[src/rtl/blk_pkg.sv]
package blk_pkg;
    localparam int AW        = 16;
    localparam int DW        = 8;
    localparam int BW        = AW - DW;
    localparam int CYC_W     = 24;
    localparam int COST_LAST = 16;
    localparam int COST_MORE = COST_LAST + 5;

    typedef enum logic [1:0] {
        OP_COPY   = 2'd0,
        OP_SEARCH = 2'd1,
        OP_IN     = 2'd2,
        OP_OUT    = 2'd3
    } blk_op_e;

    typedef enum logic [1:0] {
        ST_IDLE,
        ST_FETCH,
        ST_STORE,
        ST_DONE
    } blk_st_e;

    typedef struct packed {
        logic [AW-1:0] hl;
        logic [AW-1:0] de;
        logic [AW-1:0] bc;
    } blk_regs_t;

    function automatic logic [AW-1:0] step_addr(input logic [AW-1:0] a, input logic down);
        return down ? a - AW'(1) : a + AW'(1);
    endfunction

    function automatic logic is_port_op(input blk_op_e o);
        return (o == OP_IN) || (o == OP_OUT);
    endfunction
endpackage

[src/rtl/blk_stepper.sv]
module blk_stepper
    import blk_pkg::*;
(
    input  blk_op_e   op,
    input  logic      dec,
    input  blk_regs_t cur,
    output blk_regs_t nxt
);
    always_comb begin
        nxt    = cur;
        nxt.hl = step_addr(cur.hl, dec);
        if (is_port_op(op)) begin
            nxt.bc = {cur.bc[AW-1:DW] - BW'(1), cur.bc[DW-1:0]};
        end else begin
            nxt.bc = cur.bc - AW'(1);
        end
        if (op == OP_COPY) begin
            nxt.de = step_addr(cur.de, dec);
        end
    end
endmodule

[src/rtl/blk_term.sv]
module blk_term
    import blk_pkg::*;
(
    input  blk_op_e       op,
    input  logic          rpt,
    input  logic [AW-1:0] bc_next,
    input  logic [DW-1:0] acc,
    input  logic [DW-1:0] data,
    output logic          hit,
    output logic          cnt_zero,
    output logic          more
);
    always_comb begin
        hit      = (op == OP_SEARCH) && (acc == data);
        cnt_zero = is_port_op(op) ? (bc_next[AW-1:DW] == '0) : (bc_next == '0);
        more     = rpt && !cnt_zero && !hit;
    end
endmodule

[src/rtl/blk_tally.sv]
module blk_tally
    import blk_pkg::*;
(
    input  logic             clk,
    input  logic             rst,
    input  logic             clr,
    input  logic             add,
    input  logic             more,
    output logic [CYC_W-1:0] total
);
    always_ff @(posedge clk) begin
        if (rst || clr) begin
            total <= '0;
        end else if (add) begin
            total <= total + (more ? CYC_W'(COST_MORE) : CYC_W'(COST_LAST));
        end
    end
endmodule

[src/rtl/blk_engine.sv]
module blk_engine
    import blk_pkg::*;
(
    input  logic             clk,
    input  logic             rst,
    input  logic             start,
    input  logic [1:0]       op,
    input  logic             dec,
    input  logic             rpt,
    input  logic [AW-1:0]    hl_in,
    input  logic [AW-1:0]    de_in,
    input  logic [AW-1:0]    bc_in,
    input  logic [DW-1:0]    a_in,
    output logic [AW-1:0]    mem_addr,
    output logic             mem_rd,
    input  logic [DW-1:0]    mem_rdata,
    output logic             mem_wr,
    output logic [DW-1:0]    mem_wdata,
    output logic [AW-1:0]    io_addr,
    output logic             io_rd,
    input  logic [DW-1:0]    io_rdata,
    output logic             io_wr,
    output logic [DW-1:0]    io_wdata,
    output logic             busy,
    output logic             done,
    output logic [AW-1:0]    hl_out,
    output logic [AW-1:0]    de_out,
    output logic [AW-1:0]    bc_out,
    output logic             match,
    output logic             cnt_zero,
    output logic [CYC_W-1:0] tstates
);
    blk_st_e       st;
    blk_op_e       op_q;
    logic          dec_q, rpt_q;
    blk_regs_t     r, r_nx;
    logic [DW-1:0] a_q, dbuf;
    logic          hit_q, cz_q;
    logic          hit, cz, more;
    logic          launch, store_go;

    assign launch   = start && (st == ST_IDLE);
    assign store_go = (st == ST_STORE);

    blk_stepper u_step (
        .op  (op_q),
        .dec (dec_q),
        .cur (r),
        .nxt (r_nx)
    );

    blk_term u_term (
        .op       (op_q),
        .rpt      (rpt_q),
        .bc_next  (r_nx.bc),
        .acc      (a_q),
        .data     (dbuf),
        .hit      (hit),
        .cnt_zero (cz),
        .more     (more)
    );

    blk_tally u_tally (
        .clk   (clk),
        .rst   (rst),
        .clr   (launch),
        .add   (store_go),
        .more  (more),
        .total (tstates)
    );

    always_ff @(posedge clk) begin
        if (rst) begin
            st    <= ST_IDLE;
            op_q  <= OP_COPY;
            dec_q <= 1'b0;
            rpt_q <= 1'b0;
            r     <= '0;
            a_q   <= '0;
            dbuf  <= '0;
            hit_q <= 1'b0;
            cz_q  <= 1'b0;
        end else begin
            unique case (st)
                ST_IDLE: begin
                    if (launch) begin
                        op_q  <= blk_op_e'(op);
                        dec_q <= dec;
                        rpt_q <= rpt;
                        r     <= '{hl: hl_in, de: de_in, bc: bc_in};
                        a_q   <= a_in;
                        hit_q <= 1'b0;
                        cz_q  <= 1'b0;
                        st    <= ST_FETCH;
                    end
                end
                ST_FETCH: begin
                    dbuf <= (op_q == OP_IN) ? io_rdata : mem_rdata;
                    st   <= ST_STORE;
                end
                ST_STORE: begin
                    r     <= r_nx;
                    hit_q <= hit;
                    cz_q  <= cz;
                    st    <= more ? ST_FETCH : ST_DONE;
                end
                ST_DONE: st <= ST_IDLE;
                default: st <= ST_IDLE;
            endcase
        end
    end

    always_comb begin
        mem_addr  = r.hl;
        mem_rd    = 1'b0;
        mem_wr    = 1'b0;
        mem_wdata = dbuf;
        io_addr   = r.bc;
        io_rd     = 1'b0;
        io_wr     = 1'b0;
        io_wdata  = dbuf;
        if (st == ST_FETCH) begin
            if (op_q == OP_IN) io_rd = 1'b1;
            else               mem_rd = 1'b1;
        end else if (st == ST_STORE) begin
            unique case (op_q)
                OP_COPY: begin
                    mem_addr = r.de;
                    mem_wr   = 1'b1;
                end
                OP_IN:   mem_wr = 1'b1;
                OP_OUT:  io_wr  = 1'b1;
                default: ;
            endcase
        end
    end

    assign busy     = (st == ST_FETCH) || (st == ST_STORE);
    assign done     = (st == ST_DONE);
    assign hl_out   = r.hl;
    assign de_out   = r.de;
    assign bc_out   = r.bc;
    assign match    = hit_q;
    assign cnt_zero = cz_q;
endmodule

[config.mk]
export PLATFORM = sky130hd
export DESIGN_NAME = blk_engine
export DESIGN_NICKNAME = d
export VERILOG_FILES = /design/src/rtl/blk_pkg.sv /design/src/rtl/blk_stepper.sv /design/src/rtl/blk_term.sv /design/src/rtl/blk_tally.sv /design/src/rtl/blk_engine.sv
export SDC_FILE = /design/constraint.sdc
export NUM_CORES = 1
export LEC_CHECK = 0
export BUFFER_PORTS_ARGS = -buffer_cell sky130_fd_sc_hd__clkbuf_2
export CAP_MARGIN = 20
export CORE_UTILIZATION = 40
export CTS_CLUSTER_SIZE = 10
export DETAILED_ROUTE_END_ITERATION = 8
export PLACE_DENSITY_LB_ADDON = 0.12
export SLEW_MARGIN = 30
export SYNTH_ARGS = -nofsm -noshare
export SYNTH_HDL_FRONTEND = slang
export SYNTH_SLANG_ARGS = --single-unit
[constraint.sdc]
create_clock -name clk -period 4.95 [get_ports clk]
set_input_delay 0.2475 -clock clk [delete_from_list [all_inputs] [get_ports clk]]
set_output_delay 0.2475 -clock clk [all_outputs]
set_load 0.05 [all_outputs]
==> impl_metrics.env <==
export IMPL_status="complete, no violations"
export IMPL_crit_start="op_q[1]"
export IMPL_worstPathCellList="nor2b_1 -> xnor2_1 -> and3_1 -> a41oi_2 -> nor4_4 -> nor2_1 -> ha_1 -> ha_1 -> a21o_1 -> a21oi_1 -> nor3_1 -> nand3_1 -> xor2_1 -> nor2_1"
export IMPL_synth_seq_area_share_pct=29.7
export IMPL_synth_edf_count=0
export IMPL_vias_per_cell=5.18
export IMPL_grt_max_degree=74
export IMPL_hp_class="in2reg"
export IMPL_hpwl_um=12700
export IMPL_final_max_slew_viol_count=0
export IMPL_period_share_pct=72.2
export IMPL_antenna_found_initial=0
export IMPL_place_inst=1153
export IMPL_grt_pass1_vias=5401
export IMPL_tightest_slew_ns=0.862
export IMPL_n_fill_cell=1601
export IMPL_finalClockSkew_ns=0.00810
export IMPL_num_rows=46
export IMPL_endpoint_kind="flop"
export IMPL_drv_cap=0
export IMPL_antenna_cells=0
export IMPL_final_hold_viol_count=0
export IMPL_synth_top_area_share_pct=29.7
export IMPL_start_kind="flop"
export IMPL_fin_setup_tns_ns=0
export IMPL_min_period_ns=3.57
export IMPL_gr_total_overflow=0
export IMPL_cp_required_ns=5.18
export IMPL_switchingPower_mw=1.99
export IMPL_power_density_mw_per_mm2=503
export IMPL_io_buffer_count=206
export IMPL_clk_latency_ns=0.36
export IMPL_synth_distinct_cells=72
export IMPL_fp_dieH_um=129
export IMPL_cts_buffer_depth=2
export IMPL_p_int_mw=1.93
export IMPL_rsz0062_at_grt="no"
export IMPL_cts_hold_buf=0
export IMPL_reg2reg_depth=14
export IMPL_ys_flop_type="dfxtp_1"
export IMPL_cts_setup_buffers=0
export IMPL_cts_tree="built"
export IMPL_cts_clk_slew_worst_paths_ns=0.08
export IMPL_synth_area_leaders="dfxtp_1 30%, ha_1 7.2%, nor2_1 6.0%"
export IMPL_drt_iter0_markers=270
export IMPL_htree_levels=3
export IMPL_netlist_instances=787
export IMPL_crit_path_end="u_tally.total[16]"
export IMPL_drc=0
export IMPL_vias=6058
export IMPL_core_sq_mm=0.0158
export IMPL_async_flop_share_pct=0
export IMPL_worst_hold_startpoint="a_in[5]"
export IMPL_peakVddDrop_mv=0.291
export IMPL_crit_reg2reg_launch="op_q[1]"
export IMPL_synth_most_common_cell="nor2_1"
export IMPL_cp_max_fo=19
export IMPL_ant_nets=0
export IMPL_synthToLayoutAreaGrowth_pct=20.8
export IMPL_p_seq_share_pct=27.9
export IMPL_die_x_um=129
export IMPL_grt_pass1_wl_um=27500
export IMPL_p_leak_nw=3.42
export IMPL_synth_warnings=0
export IMPL_max_stage_delay_ns=0.78
export IMPL_share_comb_of_total_power_pct=53.1
export IMPL_cts_made_buffers=9
export IMPL_cts_root_buf="clkbuf_16"
export IMPL_pre_cts_ws_ns=1.36
export IMPL_worstReg2RegEnd="u_tally.total[16]"
export IMPL_cts_resized=0
export IMPL_final_setup_viol_count=0
export IMPL_synth_top_area_cell="dfxtp_1"
export IMPL_cts_sinks=96
export IMPL_max_slew_margin_pct=42.5
export IMPL_total_power_mw=3.92
export IMPL_slowest_stage="dfxtp_1"
export IMPL_place_gp_congestion=0.787
export IMPL_arrival_ns=3.80
export IMPL_crit_type="reg2reg"
export IMPL_fmax_mhz=280
export IMPL_ys_seq_elements=96
export IMPL_ys_top_cells_by_count="103 x nor2_1, 96 x dfxtp_1, 67 x nand2_1, 62 x a21oi_1, 44 x a211oi_1"
export IMPL_syn_num_nets=905
export IMPL_r2r_setup_slack_ns=1.38
export IMPL_drive_gt1_share_pct=28.8
export IMPL_synth_area_per_cell_sq_um=8.21
export IMPL_drtPass1Iterations=5
export IMPL_boundaryPins=207
export IMPL_start_util_pct=40.8
export IMPL_clkPwrFrac_pct=19.0
export IMPL_worst_slack_ns=1.38
export IMPL_wl_per_cell_um=15.0
export IMPL_die_area_sq_mm=0.0167
export IMPL_final_net_count=1066
export IMPL_wl_um=17600
export IMPL_grt_use_total_pct=21.0
export IMPL_netlist_area_sq_mm=0.00646
export IMPL_fin_cells=1169
export IMPL_netSwitchingFraction_pct=50.7
## how the worst min path moves through the flow
stage          slack [ns]      to  cells past startpoint
6_report             0.11  a_q[5]                      3
5_1_grt              0.10  a_q[2]                      3
4_1_cts               0.1  a_q[1]                      3
3_5_place_dp         0.45   rpt_q                      2
3_3_place_gp         0.45   rpt_q                      2
2_1_floorplan        0.38   rpt_q                      2
## power by group through the flow
stage	Clock (mW)	Sequential, mW	Combinational, mW
after global placement	0	1.11	2.09
after detailed placement	0	1.12	2.09
after floorplan	0	1.43	1.37
after global routing	0.797	1.12	2.26
final	0.744	1.09	2.08
after CTS	0.763	1.10	2.10
## layer usage
| metal | share of wire [%] | global-route usage [%] | vias up |
|---|---|---|---|
| met3 | 5.3 | 3.76 | 11 |
| met1 | 46 | 28.0 | 2775 |
| li1 | - | - | 3132 |
| met4 | 1.2 | 6.44 | 0 |
| met5 | 0 | 0 | - |
| met2 | 47 | 34.6 | 140 |
## logic make-up (layout without fill, tap and decap cells)
kind of cell	count (synthesis)	count (layout)	synth area share, %
and+or+nand+nor	280	280	21.6
AOI/OAI and AO/OA	202	202	21.1
DFF	96	96	29.7
buffers and inverters	78	244	6.20
xor gates and xnor gates	51	51	6.91
muxes	41	41	6.62
adders and majority gates	39	39	7.78
## through the flow
stage | area, sq um | utilization, % | hold WS [ns]
2_1_floorplan | 6460 | - | 0.383
3_3_place_gp | 7490 | 47.3 | 0.449
3_5_place_dp | 7500 | 47.4 | 0.453
4_1_cts | 7800 | 49.3 | 0.0956
5_1_grt | 7810 | 49.3 | 0.103
6_report | 7810 | 49.3 | 0.106
## state kept, by name, summed over array words and instances (netlist names)
signal / count
u_tally.total: 24
bc_out: 16
de_out: 16
hl_out: 16
a_q: 8
io_wdata: 8
op_q: 2
st: 2
cnt_zero: 1
dec_q: 1
match: 1
rpt_q: 1
## cells in the final DEF, fill, tap and decap left out, drive strengths merged, types with 10 or more instances in the layout
cell type,synthesis,routed
nor2b,13,13
inv,14,17
nand3,16,16
a22oi,13,13
nor3,21,21
mux2,14,14
xor2,24,24
a211oi,46,46
mux2i,27,27
a21o,11,11
o21ai,28,28
nand2,68,68
ha,37,37
clkbuf,28,215
a21oi,62,62
nor2,104,104
dfxtp,96,96
xnor2,27,27
nor4,10,10
## final cells by class
cell class | count | area (sq um) | area share, %
inverter | 14 | 52.6 | 0.673
clock inverter | 7 | 83.8 | 1.07
clock buffer | 9 | 225 | 2.88
tap | 216 | 270 | 3.46
multi-input combinational | 613 | 4160 | 53.3
sequential | 96 | 1920 | 24.6
timing repair buffer | 214 | 1090 | 14.0
## worst max-delay path: cells and delay by family, from the launching register on
family	cells	cell delay [ns]
flip-flops	1	0.78
XOR/XNOR	2	0.37
adder cells (fa/ha/maj)	2	0.44
AO/OA/AOI/OAI	3	0.60
AND/OR/NAND/NOR	7	1.25
Note: power is estimated with default switching activity, not from simulation.
